## config.mk

```make
export PLATFORM = sky130hd
export DESIGN_NAME = synccond_top
export DESIGN_NICKNAME = d
export VERILOG_FILES = /design/src/rtl/synccond_pkg.sv /design/src/rtl/synccond_budget.sv /design/src/rtl/synccond_ctrl.sv /design/src/rtl/synccond_path.sv /design/src/rtl/synccond_top.sv
export SDC_FILE = /design/constraint.sdc
export NUM_CORES = 1
export LEC_CHECK = 0
export CAP_MARGIN = 20
export CORE_MARGIN = 2
export CORE_UTILIZATION = 47
export CTS_CLUSTER_DIAMETER = 200
export DETAILED_ROUTE_END_ITERATION = 7
export DONT_BUFFER_PORTS = 1
export RECOVER_POWER = 25
export SLEW_MARGIN = 20
export SYNTH_ARGS = -nofsm -noshare
export SYNTH_HDL_FRONTEND = slang
export SYNTH_HIERARCHICAL = 1
export SYNTH_SLANG_ARGS = --single-unit
```

## constraint.sdc

```tcl
create_clock -name clk -period 3.09 [get_ports clk]
set_input_delay 0.4635 -clock clk [delete_from_list [all_inputs] [get_ports clk]]
set_output_delay 0.4635 -clock clk [all_outputs]
set_load 0.005 [all_outputs]
```

## src/rtl/synccond_pkg.sv

```systemverilog
package synccond_pkg;
  localparam int NUM_CH = 3;
  localparam int VS_CH = 2;
  localparam logic [1:0] FILTER_ON_CODE = 2'b01;

  // Strobes from control to datapath
  typedef struct packed {
    logic [NUM_CH-1:0] take;   // channel may load its filtered level
    logic freeze;              // link down: outputs are forced
    logic zero;                // forced state is low (else hold)
  } strobe_t;
endpackage

```

## src/rtl/synccond_budget.sv

```systemverilog
module synccond_budget #(
  parameter int WINDOW = 130,
  parameter int SLOTS = 2
) (
  input  logic clk,
  input  logic rst,
  input  logic fire,
  output logic avail
);
  localparam int TW = $clog2(WINDOW);

  logic [TW-1:0] timer [SLOTS];
  logic [SLOTS-1:0] idle;
  logic [SLOTS-1:0] pick;

  for (genvar s = 0; s < SLOTS; s++) begin : gSlot
    assign idle[s] = (timer[s] == '0);
    always_ff @(posedge clk) begin
      if (rst) timer[s] <= '0;
      else if (fire && pick[s]) timer[s] <= TW'(WINDOW - 1);
      else if (!idle[s]) timer[s] <= timer[s] - 1'b1;
    end
  end

  assign avail = |idle;

  always_comb begin
    logic found;
    found = 1'b0;
    pick = '0;
    for (int s = 0; s < SLOTS; s++) begin
      if (idle[s] && !found) begin
        pick[s] = 1'b1;
        found = 1'b1;
      end
    end
  end
endmodule

```

## src/rtl/synccond_ctrl.sv

```systemverilog
module synccond_ctrl import synccond_pkg::*; #(
  parameter int WINDOW = 130,
  parameter int FAST_BUDGET = 2,
  parameter int SLOW_BUDGET = 1
) (
  input  logic clk,
  input  logic rst,
  input  logic linkOk,
  input  logic holdSel,
  input  logic [NUM_CH-1:0] wantChange,
  output strobe_t strobe
);
  logic [NUM_CH-1:0] avail;
  logic [NUM_CH-1:0] takeVec;

  assign takeVec = wantChange & avail & {NUM_CH{linkOk}};

  for (genvar g = 0; g < NUM_CH; g++) begin : gBud
    synccond_budget #(
      .WINDOW(WINDOW),
      .SLOTS((g == VS_CH) ? SLOW_BUDGET : FAST_BUDGET)
    ) uBudget (
      .clk(clk),
      .rst(rst),
      .fire(takeVec[g]),
      .avail(avail[g])
    );
  end

  always_comb begin
    strobe.take = takeVec;
    strobe.freeze = !linkOk;
    strobe.zero = !holdSel;
  end
endmodule

```

## src/rtl/synccond_path.sv

```systemverilog
module synccond_path import synccond_pkg::*; #(
  parameter int MIN_PULSE = 3  // must be 2 or more
) (
  input  logic clk,
  input  logic rst,
  input  logic [1:0] cfgMode,
  input  logic [NUM_CH-1:0] rawIn,
  input  strobe_t strobe,
  output logic [NUM_CH-1:0] wantChange,
  output logic [NUM_CH-1:0] levelOut
);
  localparam int HIST = MIN_PULSE - 1;

  logic filterOn;
  logic [NUM_CH-1:0] candVec;

  assign filterOn = (cfgMode == FILTER_ON_CODE);

  for (genvar g = 0; g < NUM_CH; g++) begin : gCh
    logic [HIST-1:0] hist;  // hist[0] is the newest sample

    always_ff @(posedge clk) begin
      if (rst) hist <= '0;
      else begin
        hist[0] <= rawIn[g];
        for (int k = 1; k < HIST; k++) hist[k] <= hist[k-1];
      end
    end

    if (g == VS_CH) begin : gRaw
      assign candVec[g] = hist[HIST-1];
    end else begin : gFilt
      logic heldLvl;
      logic settled;
      assign settled = (hist == {HIST{rawIn[g]}});
      assign candVec[g] = (filterOn && !settled) ? heldLvl : hist[HIST-1];
      always_ff @(posedge clk) begin
        if (rst) heldLvl <= 1'b0;
        else heldLvl <= candVec[g];
      end
    end
  end

  assign wantChange = candVec ^ levelOut;

  always_ff @(posedge clk) begin
    if (rst) levelOut <= '0;
    else if (strobe.freeze) begin
      if (strobe.zero) levelOut <= '0;
    end else begin
      levelOut <= (levelOut & ~strobe.take) | (candVec & strobe.take);
    end
  end
endmodule

```

## src/rtl/synccond_top.sv

```systemverilog
module synccond_top import synccond_pkg::*; #(
  parameter int WINDOW = 130,
  parameter int FAST_BUDGET = 2,
  parameter int SLOW_BUDGET = 1,
  parameter int MIN_PULSE = 3
) (
  input  logic clk,
  input  logic rst,
  input  logic [1:0] cfgMode,
  input  logic linkOk,
  input  logic holdSel,
  input  logic rawDe,
  input  logic rawHs,
  input  logic rawVs,
  output logic outDe,
  output logic outHs,
  output logic outVs
);
  strobe_t strobe;
  logic [NUM_CH-1:0] wantChange;
  logic [NUM_CH-1:0] levelOut;

  synccond_ctrl #(
    .WINDOW(WINDOW),
    .FAST_BUDGET(FAST_BUDGET),
    .SLOW_BUDGET(SLOW_BUDGET)
  ) uCtrl (
    .clk(clk),
    .rst(rst),
    .linkOk(linkOk),
    .holdSel(holdSel),
    .wantChange(wantChange),
    .strobe(strobe)
  );

  synccond_path #(.MIN_PULSE(MIN_PULSE)) uPath (
    .clk(clk),
    .rst(rst),
    .cfgMode(cfgMode),
    .rawIn({rawVs, rawHs, rawDe}),
    .strobe(strobe),
    .wantChange(wantChange),
    .levelOut(levelOut)
  );

  assign {outVs, outHs, outDe} = levelOut;
endmodule

```

* Word-level counts from Yosys, hierarchy flattened
Memories as Yosys holds them, arrays and structs flattened.
Index checks and enable logic that the tools add are counted.
** Operators by class
- Multiplexer cells :: 58
- Divide/modulo/power cells :: 0
- Multiply operators :: 0
- Reductions and logical operators :: 22
- Add/subtract/negate cells :: 5
- $lt $le $gt $ge :: 0
- Bitwise logic cells :: 15
- Eq/ne operators :: 4
- Shifts and indexed selects :: 0
** Operators by type and width (count)
- two-way mux 8 bit :: 10
- two-way mux 1 bit :: 46
- logical NOT 8 bit :: 5
- subtractor 8 x 1 -> 8 bit (second input constant) :: 5
- OR reduction 8 bit :: 2
- bitwise AND 3 bit :: 4
- logical AND 1 bit :: 9
- bitwise OR 1 bit :: 8
- two-way mux 3 bit :: 2
- == test 2 bit :: 2
- logical NOT 1 bit :: 4
- OR reduction 2 bit :: 2
- inverter 3 bit :: 1
- bitwise OR 3 bit :: 1
- bitwise XOR 3 bit :: 1
- == test 2 x 1 -> 1 bit (second input constant) :: 1
- inequality test 2 bit (second input constant) :: 1
** Word-level totals
- Memories kept :: 3
- Output and inout bits :: 3
- Bits in registers :: 11
- ROM bits :: 0
- Bits in writable memories :: 40
- Latch bits :: 0
- Logic and storage cells :: 113
- Input port bits :: 9
** Memories
- uCtrl.gBud[0].uBudget.timer :: words 2, width 8, read ports 2, clocked after memory_dff 0, write ports 2, RTL line synccond_budget.sv:12 : logic [TW-1:0] timer [SLOTS];
- uCtrl.gBud[1].uBudget.timer :: words 2, width 8, read ports 2, clocked after memory_dff 0, write ports 2, RTL line synccond_budget.sv:12
- uCtrl.gBud[2].uBudget.timer :: words 1, width 8, read ports 1, clocked after memory_dff 0, write ports 1, RTL line synccond_budget.sv:12

* Depth between registers and ports, before layout
Gate-level depths: netlist of the first run.
- Word-level depth :: 14
- Mapped depth :: 8
- Mapped depth without buffers :: 8

* Cells and area by module
Netlist of the first run, hierarchy kept.
** By module, submodules not included
- synccond_budget (uCtrl.gBud[0].uBudget ...) :: times used 2, cells each 82, area an instance 889.6 µm²
- synccond_budget (uCtrl.gBud[2].uBudget) :: times used 1, cells each 45, area an instance 503.0 µm²
- synccond_path :: times used 1, cells each 48, area an instance 445.4 µm²
- synccond_ctrl :: times used 1, cells each 5, area an instance 26.3 µm²

* Worst setup path before layout of the first run
Ideal clock, no wire load.
- Kind :: register to register
- From :: memory uCtrl/gBud[0].uBudget/timer[1][0] in the netlist's numbering
- To :: memory uCtrl/gBud[0].uBudget/timer[1][0] in the netlist's numbering, enable pin
- Required time :: 2.753 ns
- Clock period less this slack :: 2.291 ns
- Path slack :: 0.799 ns
- Arrival :: 1.954 ns
- Cell stages (with the launch flop) :: 8
- Setup time :: 0.337 ns
- Cell sequence :: edfxtp_1 inv_1 ha_1 or4b_4 o41ai_1 and3_1 nand2_1 nand3_1
** RTL lines (RTL line)
- from (decl) :: synccond_budget.sv:12

==> results.tsv, run 1 <==
metric	value	unit
ff2ff_path_depth	7	
path_clk_slew	0.09	ns
core	5570	um^2
cts_resized	0	
die-area	6490	um^2
worstPathCellList	inv_1 > ha_1 > or4b_4 > o41ai_1 > and3_1 > nand2_1 > nand3_1	
pre_cts_slack	0.499	ns
rsz0062_at_grt	no	
cp.required	3.05	ns
run_status	finished clean	
powerDensity	853	nW/um^2
grt_usage	0.158	
crit_type	flip-flop to flip-flop	
syn_nets	279	
final_area	2950	um^2
synth-edff-count	40	
cts_max_level	2	
timing.fmax	385	MHz
grt_max_degree	27	
min_from	rst	
n_antenna_cell	0	
cp_top_family	simple AND/OR/NAND/NOR gates	
p_seq_frac	0.473	
ys.flop_type	edfxtp_1	
drv_cap	0	
cts_tree	done	
root_buffer	clkbuf_8	
ir_worst_vdd	0.470	mV
cts.sink_count	51	
async_flop_share	0	
clock_path_buffers	2	
p_clk_frac	0.182	
dr.pass1.iters	4	
wl	4610	um
cts_setup_buffers	0	
worst_pin_slew	0.675	ns
initial_core_util	0.494	
finalCriticalPeriod	2.60	ns
area_delta_synth_final	7.27	%
ant_nets	0	
worst_clock_skew	0.00820	ns
hold_path_depth	1	
worstPathArrival	2.55	ns
synthCells	262	
reg2reg_from	uCtrl/gBud[1].uBudget/timer[1][0]	
numPortBuffers	0	
path_max_fanout	8	
finalCritPeriodShare	0.840	
grt_first_pass_wirelength	7910	um
synth_cell_types	45	
p_int	1630	uW
crit_buf_inv	1	
report.final.slew_viol_count	0	
worst_slack	0.494	ns
avgSynthCellArea	10.5	um^2
yosysSeqAreaShare	0.516	
worst_setup_path_start_kind	flip-flop	
place.gp.congestion	0.806	
drt_iter0_markers	71	
drc	0	
clkLatencyLatePin	0.30	ns
antenna_found_initial	0	
drive_above_1_share	0.0849	
critPathCaptureType	flip-flop	
yosys.area.top_type	edfxtp_1	
hold_viol	0	
gr-total-overflow	0	
die_h	80.5	um
post_drt_wl_per_cell	13.4	um
die_w	80.5	um
vias	1840	
io_pins	12	
max_slew_margin	0.546	
setup_violations	0	
fin_hold_ws	0.216	ns
synth_top_area_frac	0.436	
r2r_end	uCtrl/gBud[1].uBudget/timer[1][2]	
fin_nets	287	
combPwrFrac	0.345	
crit_path_max_incr_delay	0.53	ns
yosys_register_bits	51	
rows	27	
synth_area_leaders	edfxtp_1, dfxtp_1, nor2_1, xnor2_1, ha_1	
synth_area	2750	um^2
dp_cells	335	
critical-path-slowest-cell	or4b_4	
worstHoldEndpoint	uPath/gCh[2].hist[0]	
p_sw	888	uW
r2r_slack	0.49	ns
hold_class	primary input to flip-flop	
ctsHoldBuffers	0	
postPlaceCellArea	2860	um^2
dp_hpwl	3310	um
numCtsBuffers	5	
viasPerCell	5.36	
setup_tns	0	ns
finalNonFillerCells	343	
grt_pass1_vias	1757	
switching_share	0.353	
p_leak	0.00115	uW
yosysWarnings	6	
-- final cells by class --
cell class              instances  area (um^2)
fillers                       507         2620
inverters                      17         63.8
flip-flops and latches         51         1420
repair buffers                  2         15.0
clock inverters                 1         8.76
multi-input cells             193         1250
well taps                      72         90.1
clock buffers                   7          108
-- how the worst max path moves through the flow --
stage	from	end	slack, ns	cells after the start
2_1_floorplan	uCtrl/gBud[0].uBudget/timer[1][0]	uCtrl/gBud[0].uBudget/timer[1][0]	0.80	7
6_report	uCtrl/gBud[1].uBudget/timer[1][0]	uCtrl/gBud[1].uBudget/timer[1][2]	0.49	7
3_5_place_dp	uCtrl/gBud[0].uBudget/timer[1][0]	uCtrl/gBud[0].uBudget/timer[1][0]	0.50	7
5_1_grt	uCtrl/gBud[0].uBudget/timer[1][0]	uCtrl/gBud[0].uBudget/timer[1][3]	0.27	7
4_1_cts	uCtrl/gBud[1].uBudget/timer[1][0]	uCtrl/gBud[1].uBudget/timer[1][1]	0.48	7
3_3_place_gp	uCtrl/gBud[1].uBudget/timer[1][0]	uCtrl/gBud[1].uBudget/timer[1][3]	0.57	7
-- layout by cell type, fill, tap and decap left out, types with 2 or more instances in the layout --
cell,count
nor2_1,44
edfxtp_1,40
nand2_1,20
inv_1,17
a21oi_1,13
xnor2_1,12
o21ai_0,11
dfxtp_1,11
nor2b_1,9
xor2_1,9
ha_1,8
nand3_1,7
nor3_1,7
clkbuf_8,6
or3_1,4
and3_1,3
nor4_1,3
a211oi_1,3
nand2b_1,3
or4b_4,2
o41ai_4,2
mux2_2,2
a311oi_1,2
o41ai_1,2
mux2i_1,2
nand4_1,2
or3_2,2
nand3b_1,2
buf_4,2
or4_1,2
o31ai_1,2
a21boi_0,2
o2111ai_1,2
-- layer usage --
metal,track usage,part of all wire,vias up,wire [um]
li1,-,-,960,-
met1,0.202,0.48,851,2220
met2,0.264,0.48,23,2200
met3,0.0371,0.029,6,132
met4,0.0508,0.012,0,55
met5,0,0,-,0
-- per-stage QoR --
stage          total power, uW   util
2_1_floorplan             1920      -
3_3_place_gp              2090  0.512
3_5_place_dp              2100  0.512
4_1_cts                   2560  0.533
5_1_grt                   2720  0.530
6_report                  2520  0.530
-- worst register-to-register path: cells and delay by family (launching register included) --
kind            cells  cell delay [ns]
simple gates        4             1.28
flops               1             0.44
compound gates      1             0.26
fa+ha+maj           1             0.21
buf+inv             1             0.08
-- power by group through the flow --
| stage | Combinational, uW | Sequential, uW | Clock (uW) |
|---|---|---|---|
| after floorplan | 752 | 1160 | 0 |
| after global placement | 883 | 1200 | 0 |
| after detailed placement | 890 | 1210 | 0 |
| after CTS | 896 | 1190 | 474 |
| after global routing | 1000 | 1230 | 488 |
| final | 869 | 1190 | 458 |
-- flip-flops by register name (all words and copies together), names as in the netlist --
| name | flops |
|---|---|
| uCtrl/gBud.uBudget/timer | 40 |
| uPath/gCh.gFilt.heldLvl | 2 |
| uPath/gCh.hist | 6 |
| uPath/levelOut | 3 |
-- Yosys cell counts (3+ instances only) --
cell type  number
nand2b_1        3
ha_1            8
nor2_1         44
nand2_1        20
nor2b_1         9
nor4_1          3
a21oi_1        13
nor3_1          7
inv_1          17
a211oi_1        3
dfxtp_1        11
edfxtp_1       40
o21ai_0        11
xor2_1          9
nand3_1         7
and3_1          3
or3_1           4
xnor2_1        12
-- kinds of logic after synthesis --
logic type,synth area share
and+or+nand+nor,0.210
DFF,0.516
AOI/OAI and AO/OA,0.125
xor gates and xnor gates,0.0668
buffers and inverters,0.0245
adders and majority gates,0.0363
muxes,0.0209
No activity file was read; power rests on OpenSTA's default activity.
==> run 2, diff against run 1 <==
clock period = 2.6 ns   (was 3.09 ns; I/O delays follow)
==> run 2 against run 1 <==
  * Sequential power up 19%
  * Clock power up 18%
  * Non-clock buffer count up 7
  * Global-route usage up 0.74 points
  * Setup slack worse by 0.31 ns
  * Utilization up 1.2 points
  * First-iteration DRC count up 8.5%
  * Final area up 2.2%
  * Highest routed layer unchanged
  * Register-to-register slack worse by 0.31 ns
  * Critical path depth down 1
  * Sequential share of layout area down 1.0 points
==> results.tsv, run 2 (synthesis results as in run 1) <==
metric	value	unit
fillers	514	
clkLatencyLatePin	0.30	ns
area_delta_synth_final	9.63	%
path_max_fanout	8	
drc	0	
worst_setup_path_start_kind	flip-flop	
vias	1909	
core	5570	um^2
worstPathCellList	inv_1 > ha_1 > or4b_4 > o41ai_1 > and3_1 > or3_1	
setup_tns	0	ns
worstPathArrival	2.38	ns
cts_max_level	2	
ir_worst_vdd	0.445	mV
clock_path_buffers	2	
worst_clock_skew	0.00985	ns
r2r_slack	0.18	ns
crit_cells	6	
finalCritPeriodShare	0.930	
hold_path_depth	1	
rows	27	
io_pins	12	
setup_violations	0	
hold_viol	0	
cts.sink_count	51	
top_register	uCtrl/gBud.uBudget/timer	
crit_path_max_incr_delay	0.50	ns
final_cell_mix	nor2_1, edfxtp_1, nand2_1, inv_1, a21oi_1	
viasPerCell	5.45	
gr-total-overflow	0	
r2r_end	uCtrl/gBud[1].uBudget/timer[0][1]	
worst_pin_slew	0.671	ns
worstHoldEndpoint	uPath/levelOut[1]	
crit_type	flip-flop to flip-flop	
grt_first_pass_wirelength	8360	um
fin_nets	294	
ff2ff_path_depth	6	
place.gp.congestion	0.768	
die_h	80.5	um
min_from	rst	
grt_usage	0.166	
pre_cts_slack	0.119	ns
die-area	6490	um^2
cp.required	2.56	ns
ant_nets	0	
reg2reg_from	uCtrl/gBud[1].uBudget/timer[1][0]	
report.final.slew_viol_count	0	
grt_max_degree	27	
dp_hpwl	3560	um
worst_slack	0.183	ns
regArea	1420	um^2
numCtsBuffers	5	
critical-path-slowest-cell	or4b_4	
p_leak	0.00118	uW
multi_input_area	1260	um^2
post_drt_wl_per_cell	14.2	um
grt_pass1_vias	1812	
drive_above_1_share	0.119	
path_clk_slew	0.10	ns
largest_register_ffs	40	
numPortBuffers	0	
fin_hold_ws	0.147	ns
dr.pass1.iters	4	
initial_core_util	0.494	
largestRegisters	uCtrl/gBud.uBudget/timer: 40 flops, uPath/gCh.hist: 6 flops, uPath/levelOut: 3 flops	
cts_tree	done	
finalCriticalPeriod	2.42	ns
powerDensity	1010	nW/um^2
crit_buf_inv	1	
n_antenna_cell	0	
cp_top_family	simple AND/OR/NAND/NOR gates	
hold_class	primary input to flip-flop	
root_buffer	clkbuf_8	
critPathCaptureType	flip-flop	
timing.fmax	414	MHz
die_w	80.5	um
drv_cap	0	
antenna_found_initial	0	
max_slew_margin	0.549	
final_common_cell	nor2_1	
rsz0062_at_grt	no	
wl	4970	um
run_status	finished clean	
drt_iter0_markers	77	
## run 2: final cells by class
type                       count  share of cell area
clock buffer                   7              0.0356
clock inverter                 1             0.00290
inverter                      17              0.0211
multi-input combinational    193               0.419
sequential                    51               0.471
tap                           72              0.0298
timing repair buffer           9              0.0211
## run 2: per-stage QoR
step,util,std cells,total power (uW),cell area [um^2]
2_1_floorplan,-,262,2280,2750
6_report,0.542,350,3040,3020
4_1_cts,0.541,349,3090,3020
3_3_place_gp,0.520,341,2520,2900
3_5_place_dp,0.520,341,2540,2900
5_1_grt,0.542,350,3270,3020
## run 2: timing repair
action | in CTS | in global routing
hold buffers | 0 | 0
setup buffers | 0 | 1
endpoints found under the setup margin | 0 | 33
gates resized for setup | 0 | 4
## run 2: power breakdown
group          switching [uW]  internal [uW]  leakage (uW)
clock network             263            278     0.0000600
logic                     583            492      0.000584
registers                 228           1190      0.000540
## run 2: metal layers
| layer | part of all wire | global-route usage | vias up | routed length (um) |
|---|---|---|---|---|
| met2 | 0.48 | 0.261 | 12 | 2400 |
| li1 | - | - | 973 | - |
| met5 | 0 | 0 | - | 0 |
| met3 | 0.017 | 0.0337 | 2 | 85 |
| met4 | 0.0062 | 0.0407 | 0 | 31 |
| met1 | 0.49 | 0.234 | 922 | 2450 |
## run 2: worst max-delay path by stage
stage	to	slack, ns	start
after floorplan	uCtrl/gBud[0].uBudget/timer[1][0]	0.31	uCtrl/gBud[0].uBudget/timer[1][0]
after global placement	uCtrl/gBud[0].uBudget/timer[1][3]	0.18	uCtrl/gBud[0].uBudget/timer[1][0]
after detailed placement	uCtrl/gBud[0].uBudget/timer[1][3]	0.12	uCtrl/gBud[0].uBudget/timer[1][0]
after CTS	uCtrl/gBud[0].uBudget/timer[1][7]	0.1	uCtrl/gBud[0].uBudget/timer[1][0]
after global routing	uCtrl/gBud[1].uBudget/timer[0][7]	0.01	uCtrl/gBud[1].uBudget/timer[1][0]
final	uCtrl/gBud[1].uBudget/timer[0][1]	0.18	uCtrl/gBud[1].uBudget/timer[1][0]
